[config.mk]
export PLATFORM = sky130hd
export DESIGN_NAME = cmd_loader
export DESIGN_NICKNAME = d
export VERILOG_FILES = /design/src/rtl/cmd_loader_pkg.sv /design/src/rtl/cmd_shift_stage.sv /design/src/rtl/cmd_hold_bank.sv /design/src/rtl/cmd_loader.sv
export SDC_FILE = /design/constraint.sdc
export NUM_CORES = 1
export LEC_CHECK = 0
export CAP_MARGIN = 20
export CORE_AREA = 10 10 47 49
export CTS_CLUSTER_DIAMETER = 200
export DETAILED_ROUTE_END_ITERATION = 8
export DIE_AREA = 0 0 57 59
export GPL_TIMING_DRIVEN = 1
export HOLD_SLACK_MARGIN = 0.15
export PLACE_DENSITY = 0.61
export SYNTH_ARGS = -nofsm -noshare
export SYNTH_HDL_FRONTEND = slang
export SYNTH_SLANG_ARGS = --single-unit
[constraint.sdc]
create_clock -name clk_i -period 1.1 [get_ports clk_i]
set_clock_uncertainty 0.2 [all_clocks]
set_input_delay 0.165 -clock clk_i [delete_from_list [all_inputs] [get_ports clk_i]]
set_output_delay 0.165 -clock clk_i [all_outputs]
set_load 0.1 [all_outputs]
[src/rtl/cmd_loader_pkg.sv]
package cmd_loader_pkg;
  localparam int unsigned DEF_STAGES = 3;

  function automatic int unsigned word_width(input int unsigned stages);
    return stages + 1;
  endfunction
endpackage

[src/rtl/cmd_shift_stage.sv]
module cmd_shift_stage (
  input  logic clk_i,
  input  logic rst_ni,
  input  logic sclk_i,
  input  logic d_i,
  output logic q_o
);
  logic front_q, back_q;

  // front half transparent while sclk high, back half while sclk low
  always_ff @(posedge clk_i or negedge rst_ni) begin
    if (!rst_ni) begin
      front_q <= 1'b0;
      back_q  <= 1'b0;
    end else if (sclk_i) begin
      front_q <= d_i;
    end else begin
      back_q  <= front_q;
    end
  end

  assign q_o = back_q;

  p_front_hold_r3: assert property (@(posedge clk_i) disable iff (!rst_ni)
    !sclk_i |=> $stable(front_q));
  p_back_hold_r8: assert property (@(posedge clk_i) disable iff (!rst_ni)
    sclk_i |=> $stable(q_o));
endmodule

[src/rtl/cmd_hold_bank.sv]
module cmd_hold_bank #(
  parameter int unsigned WIDTH = 4
) (
  input  logic             clk_i,
  input  logic             rst_ni,
  input  logic             load_i,
  input  logic [WIDTH-1:0] par_i,
  output logic [WIDTH-1:0] q_o,
  output logic [WIDTH-1:0] qn_o
);
  logic [WIDTH-1:0] hold_q;

  for (genvar b = 0; b < WIDTH; b++) begin : g_bit
    always_ff @(posedge clk_i or negedge rst_ni) begin
      if (!rst_ni)     hold_q[b] <= 1'b0;
      else if (load_i) hold_q[b] <= par_i[b];
    end
    assign q_o[b]  = hold_q[b];
    assign qn_o[b] = ~hold_q[b];
  end

  p_load_copy_r5: assert property (@(posedge clk_i) disable iff (!rst_ni)
    load_i |=> q_o == $past(par_i));
  p_idle_hold_r6: assert property (@(posedge clk_i) disable iff (!rst_ni)
    !load_i |=> $stable(q_o));
endmodule

[src/rtl/cmd_loader.sv]
module cmd_loader
  import cmd_loader_pkg::*;
#(
  parameter int unsigned STAGES = DEF_STAGES,
  localparam int unsigned W = STAGES + 1
) (
  input  logic         clk_i,
  input  logic         rst_ni,
  input  logic         sclk_i,
  input  logic         sdata_i,
  input  logic         load_i,
  output logic [W-1:0] act_o,
  output logic [W-1:0] act_n_o
);
  logic [W-1:0] par;

  // bit 0 is the live serial line, bit k the output of stage k
  assign par[0] = sdata_i;

  for (genvar k = 1; k <= STAGES; k++) begin : g_stage
    cmd_shift_stage u_stage (
      .clk_i  (clk_i),
      .rst_ni (rst_ni),
      .sclk_i (sclk_i),
      .d_i    (par[k-1]),
      .q_o    (par[k])
    );
  end

  cmd_hold_bank #(.WIDTH(W)) u_hold (
    .clk_i  (clk_i),
    .rst_ni (rst_ni),
    .load_i (load_i),
    .par_i  (par),
    .q_o    (act_o),
    .qn_o   (act_n_o)
  );

  p_compl_r2: assert property (@(posedge clk_i) disable iff (!rst_ni)
    act_n_o == ~act_o);
  p_live_bit_r7: assert property (@(posedge clk_i) disable iff (!rst_ni)
    load_i |=> act_o[0] == $past(sdata_i));
endmodule

==> results.toml <==
[status]
status = "finished, violations left"
violations = "negative hold slack, negative setup slack"

[logic_synthesis]
ys_seq_elements = 10
synth_nets = 30
yosysTopAreaCell = "dfrtp_1"
syn_avg_cell_area_um2 = 16.47
netlist_instances = 25
syn_area_um2 = 411.6
yosys_warnings = 0
ys_seq_area_frac = 0.6079
synth_cell_types = 5
synth_area_leaders = "dfrtp_1 (61%), mux2_4 (22%), mux2_2 (11%)"
synth.top_cell.area_share = 0.6079

[placed_design]
hpwl_um = 656.8
gp_congestion = 0.6721
port_buffers = 12

[worst_setup_path]
critPathKind = "reg2out"
critical_path.cell_chain = "clkinvlp_4 > buf_12"
crit_path_max_fanout = 3
crit_buf_inv = 2
slowest_delay_ps = 510
cp-start-kind = "flop"
crit_family = "flip-flops"
cpMaxStageDelayCell = "dfrtp_4"
arrival_ps = 1020
cp-end-kind = "output port"
required_ps = 730

[route]
drt_iter0_drc = 5
drcViolationCount = 0
vias = 242
wl_um = 790
ant_nets = 0
via_per_inst = 4.246
dr.pass1.iters = 4
wl_per_cell_um = 13.86

[global_route]
antenna_found_initial = 0
grt-ovfl-total = 0
grt_pass1_vias = 300
grt_pass1_wl_um = 1373
grt_usage = 0.05398
grt_max_degree = 11

[sta]
setup_viol = 8
fmaxAchievable_mhz = 721.2
relSlewSlack = 0.8743
setup_ws_ps = -286.6
fin_crit_ps = 1387
fin_crit_sh = 1.261
rsz0062_at_grt = "true"
tightest_slew_ps = 188.5
slew_violations = 0
fin_setup_tns_ps = -1930
hold_viol = 5
hold_ws_ps = -3.037

[cells_and_area]
antenna_cells = 0
fillCellCount = 134
mostFrequentLayoutCells = "buf_12 (9), mux2_4 (6), dfrtp_1 (6)"
area_growth_pct = 69.60
layout_commonest_cell = "buf_12"
drive_gt1_frac = 0.7561
fin_nets = 48
final_util = 0.4982

[cts]
clock_latency_ps = 250
clk_pin_slew_ps = 60
cts_max_level = 1
cts_root_buf = "clkbuf_4"
numCtsBuffers = 3
clkSinkCount = 10
clock_path_buffers = 2
cts_tree = "done"

[power]
p_per_area_nw_per_um2 = 2653
ir_drop_mv = 1.037
leakagePower_nw = 0.3015

[floorplanning]
core_um2 = 1401
rows = 14
fp.dieW_um = 57
initial_core_util = 0.2938
dieArea_um2 = 3363
die_height_um = 59
ioPinCount = 13

[hold_path]
hp-class = "in2async"

[job]
cap_violations = 0
[registers in the layout, summed over array words and instances, names as in the netlist]
signal / cells
g_stage.u_stage.front_q: 3
g_stage.u_stage.q_o: 3
u_hold.q_o: 4
[cell type report]
cell class              instances  area (um^2)  area share
clock buffers                   3        22.52     0.03226
inverters                       4        30.03     0.04301
multi-input cells              10        135.1      0.1935
flip-flops and latches         10        265.3      0.3799
well taps                      16        20.02     0.02867
repair buffers                 14        225.2      0.3226
[logic make-up after synthesis]
family | share of synthesized area
buffers and inverters | 0.06382
muxes | 0.3283
DFF | 0.6079
[repair_timing]
| item | in CTS | in global routing |
|---|---|---|
| setup buffers | 0 | 0 |
| resized for setup | 2 | 0 |
| hold endpoints to repair | 10 | 10 |
| setup endpoints to repair | 18 | 10 |
[cells in the mapped netlist]
cell / count
mux2_4: 6
buf_6: 1
inv_1: 4
mux2_2: 4
dfrtp_1: 10
[final timing paths]
kind	from	endpoint	slack [ps]	cells after the start
worst max-delay path	u_hold.q_o[1]	act_n_o[1]	-290	2
worst min-delay path	rst_ni	g_stage[1].u_stage.front_q	-3	2
worst max register to register	u_hold.q_o[0]	u_hold.q_o[0]	10	1
worst min register to register	g_stage[3].u_stage.front_q	g_stage[3].u_stage.front_q	320	1
max in group asynchronous	rst_ni	u_hold.q_o[2]	540	2
min in group clk_i	load_i	u_hold.q_o[1]	220	2
[power by group]
group          total (mW)  internal (mW)  switching, mW  leakage, nW
Sequential          0.576          0.478         0.0982        0.114
Combinational        1.04          0.404          0.640        0.174
Clock               0.233          0.125          0.107       0.0138
[through the flow]
| step | power [mW] | instance area, um^2 | cells | setup WS, ps |
|---|---|---|---|---|
| 2_1_floorplan | 1.229 | 441.7 | 25 | -379.8 |
| 3_3_place_gp | 1.625 | 678.2 | 54 | -314.6 |
| 3_5_place_dp | 1.640 | 678.2 | 54 | -333.2 |
| 4_1_cts | 1.880 | 698.2 | 57 | -300.3 |
| 5_1_grt | 1.925 | 698.2 | 57 | -328.4 |
| 6_report | 1.853 | 698.2 | 57 | -286.6 |
[routing by layer]
| layer | global-route usage | routed length, um |
|---|---|---|
| met1 | 0.05212 | 328 |
| met2 | 0.08217 | 390 |
| met3 | 0.03433 | 70 |
| met4 | 0.04027 | 0 |
| met5 | 0 | 0 |
(Power assumes the default switching activity.)
